==> config.mk <==
export PLATFORM = sky130hd
export DESIGN_NAME = tmr_match_top
export DESIGN_NICKNAME = d
export VERILOG_FILES = /design/src/rtl/tmr_match_pkg.sv /design/src/rtl/tmr_match_ctrl.sv /design/src/rtl/tmr_match_chan.sv /design/src/rtl/tmr_match_dp.sv /design/src/rtl/tmr_match_top.sv
export SDC_FILE = /design/constraint.sdc
export NUM_CORES = 1
export LEC_CHECK = 0
export ABC_AREA = 0
export BUFFER_PORTS_ARGS = -buffer_cell sky130_fd_sc_hd__buf_2
export CELL_PAD_IN_SITES_DETAIL_PLACEMENT = 0
export CELL_PAD_IN_SITES_GLOBAL_PLACEMENT = 2
export CORE_MARGIN = 2
export CORE_UTILIZATION = 39
export CTS_CLUSTER_SIZE = 28
export DETAILED_ROUTE_END_ITERATION = 8
export PLACE_DENSITY = 0.79
export SLEW_MARGIN = 15
export SYNTH_ARGS = -nofsm -noshare
export SYNTH_HDL_FRONTEND = slang
export SYNTH_SLANG_ARGS = --single-unit
==> constraint.sdc <==
create_clock -name clk -period 1.6 [get_ports clk]
set_clock_uncertainty 0.05 [all_clocks]
set_input_delay 0.08 -clock clk [delete_from_list [all_inputs] [get_ports clk]]
set_output_delay 0.08 -clock clk [all_outputs]
set_load 0.02 [all_outputs]
==> src/rtl/tmr_match_pkg.sv <==
package tmr_match_pkg;

  localparam int unsigned NUM_CH   = 4;
  localparam int unsigned ADDR_W   = 3;
  localparam int unsigned ACT_W    = 2;
  localparam int unsigned ADDR_CS  = 4;
  localparam int unsigned ADDR_CNT = 5;

  typedef enum logic [ACT_W-1:0] {
    ACT_KEEP = 2'b00,
    ACT_LOW  = 2'b01,
    ACT_HIGH = 2'b10,
    ACT_FLIP = 2'b11
  } matchAct_e;

  // strobes from the register decode to the datapath
  typedef struct packed {
    logic [NUM_CH-1:0] mrWr;
    logic              csWr;
    logic              rdStb;
    logic [ADDR_W-1:0] rdSel;
  } ctrlStb_t;

endpackage

==> src/rtl/tmr_match_ctrl.sv <==
module tmr_match_ctrl
  import tmr_match_pkg::*;
(
  input  logic              clk,
  input  logic              rst_n,
  input  logic [ADDR_W-1:0] regAddr,
  input  logic              regWrEn,
  input  logic              regRdEn,
  output ctrlStb_t          stb
);

  logic [NUM_CH-1:0] mrHit;

  for (genvar gi = 0; gi < NUM_CH; gi++) begin : g_dec
    assign mrHit[gi] = (regAddr == ADDR_W'(gi));
  end

  always_comb begin
    stb.mrWr  = regWrEn ? mrHit : '0;
    stb.csWr  = regWrEn && (regAddr == ADDR_W'(ADDR_CS));
    stb.rdStb = regRdEn;
    stb.rdSel = regAddr;
  end

  // a write reaches at most one register
  p_one_target_r12: assert property (@(posedge clk) disable iff (!rst_n)
    $onehot0({stb.mrWr, stb.csWr}));

  // writes to the counter address touch no register
  p_cnt_addr_ro_r12: assert property (@(posedge clk) disable iff (!rst_n)
    (regAddr == ADDR_W'(ADDR_CNT)) |-> (stb.mrWr == '0 && !stb.csWr));

endmodule

==> src/rtl/tmr_match_chan.sv <==
module tmr_match_chan
  import tmr_match_pkg::*;
#(
  parameter int unsigned CNT_W = 16
) (
  input  logic             clk,
  input  logic             rst_n,
  input  logic [CNT_W-1:0] cnt,
  input  logic [CNT_W-1:0] mrVal,
  input  matchAct_e        act,
  input  logic             wrEn,
  input  logic             wrBit,
  output logic             levelQ
);

  logic eqNow;
  logic eqQ;
  logic hit;
  logic levelNxt;

  assign eqNow = (cnt == mrVal);
  assign hit   = eqNow && !eqQ;

  always_ff @(posedge clk or negedge rst_n) begin
    if (!rst_n) eqQ <= 1'b0;
    else        eqQ <= eqNow;
  end

  always_comb begin
    levelNxt = levelQ;
    if (wrEn) levelNxt = wrBit;
    if (hit) begin
      unique case (act)
        ACT_LOW:  levelNxt = 1'b0;
        ACT_HIGH: levelNxt = 1'b1;
        ACT_FLIP: levelNxt = !levelQ;
        default:  ;
      endcase
    end
  end

  always_ff @(posedge clk or negedge rst_n) begin
    if (!rst_n) levelQ <= 1'b0;
    else        levelQ <= levelNxt;
  end

  p_fire_once_r3: assert property (@(posedge clk) disable iff (!rst_n)
    hit |=> !hit);

  p_keep_r5: assert property (@(posedge clk) disable iff (!rst_n)
    (!wrEn && !(hit && act != ACT_KEEP)) |=> $stable(levelQ));

  p_low_r6: assert property (@(posedge clk) disable iff (!rst_n)
    (hit && act == ACT_LOW) |=> !levelQ);

  p_high_r7: assert property (@(posedge clk) disable iff (!rst_n)
    (hit && act == ACT_HIGH) |=> levelQ);

  p_flip_r8: assert property (@(posedge clk) disable iff (!rst_n)
    (hit && act == ACT_FLIP) |=> (levelQ != $past(levelQ)));

  p_write_r10: assert property (@(posedge clk) disable iff (!rst_n)
    (wrEn && !(hit && act != ACT_KEEP)) |=> (levelQ == $past(wrBit)));

endmodule

==> src/rtl/tmr_match_dp.sv <==
module tmr_match_dp
  import tmr_match_pkg::*;
#(
  parameter int unsigned CNT_W  = 16,
  parameter int unsigned DATA_W = 32
) (
  input  logic              clk,
  input  logic              rst_n,
  input  logic              cntEn,
  input  logic              cntClr,
  input  ctrlStb_t          stb,
  input  logic [DATA_W-1:0] wrData,
  output logic [DATA_W-1:0] rdData,
  output logic [NUM_CH-1:0] levels
);

  localparam int unsigned CS_W = NUM_CH * (1 + ACT_W);

  logic [CNT_W-1:0]  cnt;
  logic [CNT_W-1:0]  mrQ  [NUM_CH];
  matchAct_e         actQ [NUM_CH];
  logic [CS_W-1:0]   csWord;
  logic [DATA_W-1:0] rdNext;
  logic              unusedWrHi;

  assign unusedWrHi = ^wrData[DATA_W-1:CNT_W];

  // free-running counter
  always_ff @(posedge clk or negedge rst_n) begin
    if (!rst_n)      cnt <= '0;
    else if (cntClr) cnt <= '0;
    else if (cntEn)  cnt <= cnt + 1'b1;
  end

  for (genvar gi = 0; gi < NUM_CH; gi++) begin : g_ch
    always_ff @(posedge clk or negedge rst_n) begin
      if (!rst_n) begin
        mrQ[gi]  <= '0;
        actQ[gi] <= ACT_KEEP;
      end else begin
        if (stb.mrWr[gi]) mrQ[gi] <= wrData[CNT_W-1:0];
        if (stb.csWr)
          actQ[gi] <= matchAct_e'(wrData[NUM_CH + ACT_W*gi +: ACT_W]);
      end
    end

    tmr_match_chan #(.CNT_W(CNT_W)) u_chan (
      .clk    (clk),
      .rst_n  (rst_n),
      .cnt    (cnt),
      .mrVal  (mrQ[gi]),
      .act    (actQ[gi]),
      .wrEn   (stb.csWr),
      .wrBit  (wrData[gi]),
      .levelQ (levels[gi])
    );

    assign csWord[NUM_CH + ACT_W*gi +: ACT_W] = actQ[gi];
  end

  assign csWord[NUM_CH-1:0] = levels;

  always_comb begin
    rdNext = '0;
    for (int i = 0; i < NUM_CH; i++)
      if (stb.rdSel == ADDR_W'(i)) rdNext = DATA_W'(mrQ[i]);
    if (stb.rdSel == ADDR_W'(ADDR_CS))  rdNext = DATA_W'(csWord);
    if (stb.rdSel == ADDR_W'(ADDR_CNT)) rdNext = DATA_W'(cnt);
  end

  always_ff @(posedge clk or negedge rst_n) begin
    if (!rst_n)         rdData <= '0;
    else if (stb.rdStb) rdData <= rdNext;
  end

  p_count_step_r1: assert property (@(posedge clk) disable iff (!rst_n)
    (cntEn && !cntClr) |=> (cnt == CNT_W'($past(cnt) + 1'b1)));

  p_count_hold_r1: assert property (@(posedge clk) disable iff (!rst_n)
    (!cntEn && !cntClr) |=> $stable(cnt));

  p_count_clr_r2: assert property (@(posedge clk) disable iff (!rst_n)
    cntClr |=> (cnt == '0));

  p_cs_hi_zero_r11: assert property (@(posedge clk) disable iff (!rst_n)
    (stb.rdStb && stb.rdSel == ADDR_W'(ADDR_CS)) |=> (rdData[DATA_W-1:CS_W] == '0));

  p_rd_hold_r12: assert property (@(posedge clk) disable iff (!rst_n)
    !stb.rdStb |=> $stable(rdData));

endmodule

==> src/rtl/tmr_match_top.sv <==
module tmr_match_top
  import tmr_match_pkg::*;
#(
  parameter int unsigned CNT_W  = 16,
  parameter int unsigned DATA_W = 32
) (
  input  logic              clk,
  input  logic              rst_n,
  input  logic              cntEn,
  input  logic              cntClr,
  input  logic [ADDR_W-1:0] regAddr,
  input  logic              regWrEn,
  input  logic [DATA_W-1:0] regWrData,
  input  logic              regRdEn,
  output logic [DATA_W-1:0] regRdData,
  output logic [NUM_CH-1:0] matchOut
);

  ctrlStb_t stb;

  tmr_match_ctrl u_ctrl (
    .clk     (clk),
    .rst_n   (rst_n),
    .regAddr (regAddr),
    .regWrEn (regWrEn),
    .regRdEn (regRdEn),
    .stb     (stb)
  );

  tmr_match_dp #(.CNT_W(CNT_W), .DATA_W(DATA_W)) u_dp (
    .clk    (clk),
    .rst_n  (rst_n),
    .cntEn  (cntEn),
    .cntClr (cntClr),
    .stb    (stb),
    .wrData (regWrData),
    .rdData (regRdData),
    .levels (matchOut)
  );

endmodule

== After elaboration in Yosys (flattened, before gate mapping) ==
Index checks and enable logic that the tools add are counted.

* Register bits: 128
* Bits of input ports: 41
* Output and inout bits: 36
* Word-level logic and storage cells: 76

* Add/sub/neg operators: 1
* Eq/ne operators: 21
* Multiplexer cells: 21
* Reduce and logical (&&, ||, !) cells: 15

{| class="wikitable"
|+ Operator list
! cell !! count
|-
| 16-bit 2-to-1 mux || 8
|-
| 16-bit == test || 4
|-
| 16-bit by 1-bit adder with 16-bit output, second input constant || 1
|-
| 2-bit == test, second input constant || 8
|-
| 1-bit one-hot mux with 3 select lines || 4
|-
| 2-bit by 1-bit == test with 1-bit output, second input constant || 4
|-
| 1-bit zero test || 8
|-
| 1-bit 2-to-1 mux || 8
|-
| 3-bit by 2-bit == test with 1-bit output, second input constant || 2
|-
| 3-bit == test, second input constant || 2
|-
| 1-bit logical AND || 5
|-
| 4-bit 2-to-1 mux || 1
|-
| 3-bit by 1-bit == test with 1-bit output, second input constant || 1
|-
| 3-bit zero test || 1
|-
| 2-bit nonzero test || 1
|}

== Longest topological paths before layout ==
* Depth after elaboration: 7
* Depth in mapped cells: 7
* Depth with buffers taken out: 6

== By module ==
A second synthesis with hierarchy kept.

* Cell total of the unflattened synthesis: 515
* Area total of the unflattened synthesis: 6074.6 µm²

{| class="wikitable"
|+ By module, submodules not included
! module !! times used !! cells each !! area each (µm²) !! sequential area each (µm²)
|-
| tmr_match_dp || 1 || 394 || 4899.7 || 2602.5
|-
| tmr_match_chan || 4 || 28 || 270.3 || 50.0
|-
| tmr_match_ctrl || 1 || 9 || 93.8 || 0.0
|}

== Worst setup path after synthesis ==
Ideal clock, no wire load.

* Kind: reg-to-reg
* From: reg u_dp.cnt[15]
* To: reg u_dp.g_ch[0].u_chan.levelQ
* Setup time: 0.077 ns
* Arrival time: 1.337 ns
* Data required time: 1.473 ns
* Setup slack: 0.136 ns
* Cell stages (with the launch flop): 7
* Path buffers: 1
* Period minus slack after synthesis: 1.464 ns
* Cells stage by stage: dfrtp_1 > clkbuf_1 > xnor2_1 > nand4_1 > nor4_2 > a31oi_1 > a21oi_1

* Cells in the longest elaborated chain, start to end: 3

{| class="wikitable"
|+ RTL lines
! element !! RTL line !! text
|-
| from (decl) || tmr_match_dp.sv:19 || <nowiki>logic [CNT_W-1:0] cnt;</nowiki>
|-
| from (signal assigned) || tmr_match_dp.sv:32 || <nowiki>else if (cntEn) cnt <= cnt + 1'b1;</nowiki>
|-
| 16-bit == test || tmr_match_chan.sv:21 || <nowiki>assign eqNow = (cnt == mrVal);</nowiki>
|-
| named net u_dp.g_ch[0].u_chan.eqNow || tmr_match_chan.sv:16 || <nowiki>logic eqNow;</nowiki>
|-
| 1-bit logical AND || tmr_match_chan.sv:22 || <nowiki>assign hit = eqNow && !eqQ;</nowiki>
|-
| 1-bit 2-to-1 mux || tmr_match_chan.sv:32 || <nowiki>if (hit) begin</nowiki>
|-
| named net u_dp.g_ch[0].u_chan.levelNxt || tmr_match_chan.sv:19 || <nowiki>logic levelNxt;</nowiki>
|-
| to (signal assigned) || tmr_match_chan.sv:44 || <nowiki>else levelQ <= levelNxt;</nowiki>
|-
| to (decl) || tmr_match_chan.sv:13 || <nowiki>output logic levelQ</nowiki>
|}

The timed path passes the listed nets, and every way through them passes these cells.
A chain may end at the register's enable or synchronous reset.

== Final worst setup path ==
* From: reg u_dp.cnt[2]
* To: reg u_dp.g_ch[1].u_chan.levelQ

* Cells in the longest elaborated chain, start to end: 3

{| class="wikitable"
|+ RTL lines
! element !! RTL line
|-
| 16-bit == test || tmr_match_chan.sv:21
|-
| named net u_dp.g_ch[1].u_chan.eqNow || tmr_match_chan.sv:16
|-
| 1-bit logical AND || tmr_match_chan.sv:22
|-
| 1-bit 2-to-1 mux || tmr_match_chan.sv:32
|-
| named net u_dp.g_ch[1].u_chan.levelNxt || tmr_match_chan.sv:19
|-
| to (signal assigned) || tmr_match_chan.sv:44
|-
| to (decl) || tmr_match_chan.sv:13
|}

The timed path passes the listed nets, and every way through them passes these cells.

==> flow_metrics.tcl <==
set metrics [dict create \
    root_buffer "clkbuf_16" \
    start_kind "flop" \
    hp-class "in2async" \
    antenna_left 0 \
    crit_chain "buf_6 -> xnor2_2 -> nand4_1 -> nor4_2 -> buf_4 -> a31oi_1 -> a21oi_1" \
    cts.clk_slew.worst_paths_ns 0.07 \
    swShare_pct 31.0 \
    firstDrtPassIters 6 \
    layout_worst_path_cycle_share_pct 108 \
    place_congestion 0.876 \
    period_needed_ns 1.72 \
    routed_wl_um 16800 \
    hold_viol_final 0 \
    htree_levels 3 \
    async_flop_share_pct 100 \
    violations "negative setup slack" \
    gr-total-overflow 0 \
    clkLatencyLatePin_ns 0.37 \
    crit_arrival_ns 1.95 \
    crit_path_max_incr_delay_ns 0.47 \
    drt_iter0_drc 252 \
    synth_edf_count 0 \
    seq_power_share_pct 46.6 \
    power_density_nw_per_um2 1100 \
    diodes 0 \
    cts.sinks 112 \
    rows 45 \
    layout-drive-gt1-share_pct 44.2 \
    grt_setup_unrepaired "yes" \
    dp_hpwl_um 12600 \
    clockPowerShare_pct 28.2 \
    status "complete, but fails checks" \
    ys_ff_latch 112 \
    layout_commonest_cell "dfrtp_1" \
    die_w_um 129 \
    critical_path_class "reg2reg" \
    synth.distinct_cells 46 \
    ys_seq_area_share_pct 46.0 \
    dieArea_sq_um 16600 \
    grt_usage_pct 21.4 \
    grt_max_degree 38 \
    cts.path.max_buffers 2 \
    ys_warn_count 0 \
    critPathTopFamily "simple AND/OR/NAND/NOR gates" \
    synth_area_per_cell_sq_um 12.0 \
    antenna_found_initial 0 \
    stdcell_count 803 \
    nNetsFinal 653 \
    setup_ws_ns -0.121 \
    max_cap_violations 0 \
    nFillCells 1347 \
    portBuffers 44 \
    p_int_mw 5.75 \
    synth_cells 507 \
    grt_pass1_vias 4508 \
    required_ns 1.83 \
    synthesis.area_sq_um 6090 \
    core_sq_um 15200 \
    p_switching_mw 2.58 \
    crit_buf_inv 2 \
    design_area_sq_um 7600 \
    combPwrFrac_pct 25.2 \
    setup_violations 7 \
    crit_slowest_cell "dfrtp_2" \
    ys.flop_type "dfrtp_1" \
    setup-tns-final_ns -0.468 \
    peakVddDrop_mv 0.624 \
    power.leakage_nw 3.14 \
    postPlaceCellArea_sq_um 6770 \
    p_total_mw 8.33 \
    viasPerCell 5.32 \
    vias 4275 \
    start_util_pct 40.0 \
    ios 77 \
    wl_per_cell_um 20.9 \
    grt_pass1_wl_um 26300 \
    fmax_ghz 0.581 \
    syn_to_final_growth_pct 24.9 \
    report.final.slew_viol_count 0 \
    cts_tree "done" \
    cp-end-kind "flop" \
    cts_inserted_buffers 9 \
    dp.cells 761 \
    die_h_um 129 \
    mostFrequentLayoutCells "dfrtp_1, mux2_2, buf_4, xnor2_1, buf_2" \
    drc 0 \
    path_max_fanout 5 \
]
final cells by class:
type	instances	area, sq um	share of cell area (%)
Clock buffer	10	239	3.14
Clock inverter	5	65.1	0.856
Inverter	18	70.1	0.922
Multi-Input combinational cell	337	3150	41.4
Sequential cell	112	2820	37.1
Tap cell	188	235	3.09
Timing Repair Buffer	133	1020	13.5
synthesized netlist by cell type (4+ instances only):
cell         n  share of area, %
nor2_1      27               1.7
mux2_2      73                14
nand2_1     12              0.74
nand4_1     19               2.0
a21oi_1      6              0.49
o22ai_1      5              0.51
mux4_2      11               4.1
clkbuf_1     7              0.43
buf_2       19               1.6
o21ai_0     15               1.2
dfrtp_1    112                46
nor4_2       4              0.82
o21a_1       7              0.86
inv_1       16              0.99
mux2_1       4              0.74
o22a_1       5              0.72
o221ai_1     7               1.0
mux2i_1     13               2.1
xnor2_1     70                10
buf_4       25               3.1
a31oi_1      4              0.41
o2bb2ai_1    5              0.72
xor2_1       7               1.0
metal layers:
metal	vias up	track usage (%)	share of wire, %
met3	19	4.32	4.1
li1	1955	-	-
met1	2193	29.4	45
met2	108	35.0	49
met5	-	0	0
met4	0	5.18	1.4
power by group through the flow:
stage	Clock (mW)	Sequential (mW)	Combinational [mW]
2_1_floorplan	0	3.79	1.41
3_3_place_gp	0	3.87	1.95
3_5_place_dp	0	3.90	1.97
4_1_cts	2.42	3.86	2.04
5_1_grt	2.52	3.95	2.28
6_report	2.35	3.88	2.10
metrics by stage:
stage / setup WS, ns / utilization [%] / hold WS (ns)
floorplan: 0.136 / - / -0.266
global placement: -0.188 / 44.5 / 0.00890
detailed placement: -0.215 / 44.5 / 0.0104
CTS: -0.0982 / 48.4 / 0.140
global route: -0.208 / 50.0 / 0.188
finish: -0.121 / 50.0 / 0.159
what timing repair did:
item,in CTS,in global routing
endpoints found under the setup margin,17,18
setup buffers,3,5
hold endpoints to repair,131,0
hold buffers,19,0
gates resized for setup,22,32
pin swaps,6,14
worst register-to-register path, cell delays in order (launching register included):
cell and delay, ns:
dfrtp_2 0.47, buf_6 0.16, xnor2_2 0.12, nand4_1 0.17, nor4_2 0.31, buf_4 0.17
a31oi_1 0.08, a21oi_1 0.12
logic make-up after synthesis:
| group | share of synthesized area [%] |
|---|---|
| muxes | 20.5 |
| xor gates and xnor gates | 11.1 |
| DFF | 46.0 |
| AOI/OAI and AO/OA | 7.05 |
| adders and majority gates | 0.206 |
| and+or+nand+nor | 8.08 |
| other | 0.0616 |
| buffers and inverters | 7.03 |
registers in the layout (all words and copies together) (netlist names):
register	count
u_dp.mrQ	64
u_dp.g_ch.u_chan.levelQ	4
u_dp.actQ	8
u_dp.cnt	16
u_dp.g_ch.u_chan.eqQ	4
u_dp.rdData	16
worst paths after layout:
| check | end | from | cells past startpoint | slack, ns |
|---|---|---|---|---|
| max in group asynchronous | u_dp.mrQ[26]$_DFFE_PN0P_ | rst_n | 3 | 0.77 |
| setup reg to reg | u_dp.g_ch[1].u_chan.levelQ$_DFF_PN0_ | u_dp.cnt[2]$_DFFE_PN0P_ | 7 | -0.12 |
| hold reg to reg | u_dp.rdData[3]$_DFFE_PN0P_ | u_dp.rdData[3]$_DFFE_PN0P_ | 1 | 0.43 |
| min in group clk | u_dp.actQ[7]$_DFFE_PN0N_ | regAddr[1] | 5 | 0.16 |
| hold / removal | u_dp.rdData[13]$_DFFE_PN0P_ | rst_n | 2 | 0.16 |
| setup / recovery | u_dp.g_ch[1].u_chan.levelQ$_DFF_PN0_ | u_dp.cnt[2]$_DFFE_PN0P_ | 7 | -0.12 |
Note: power is estimated with default switching activity, not from simulation.
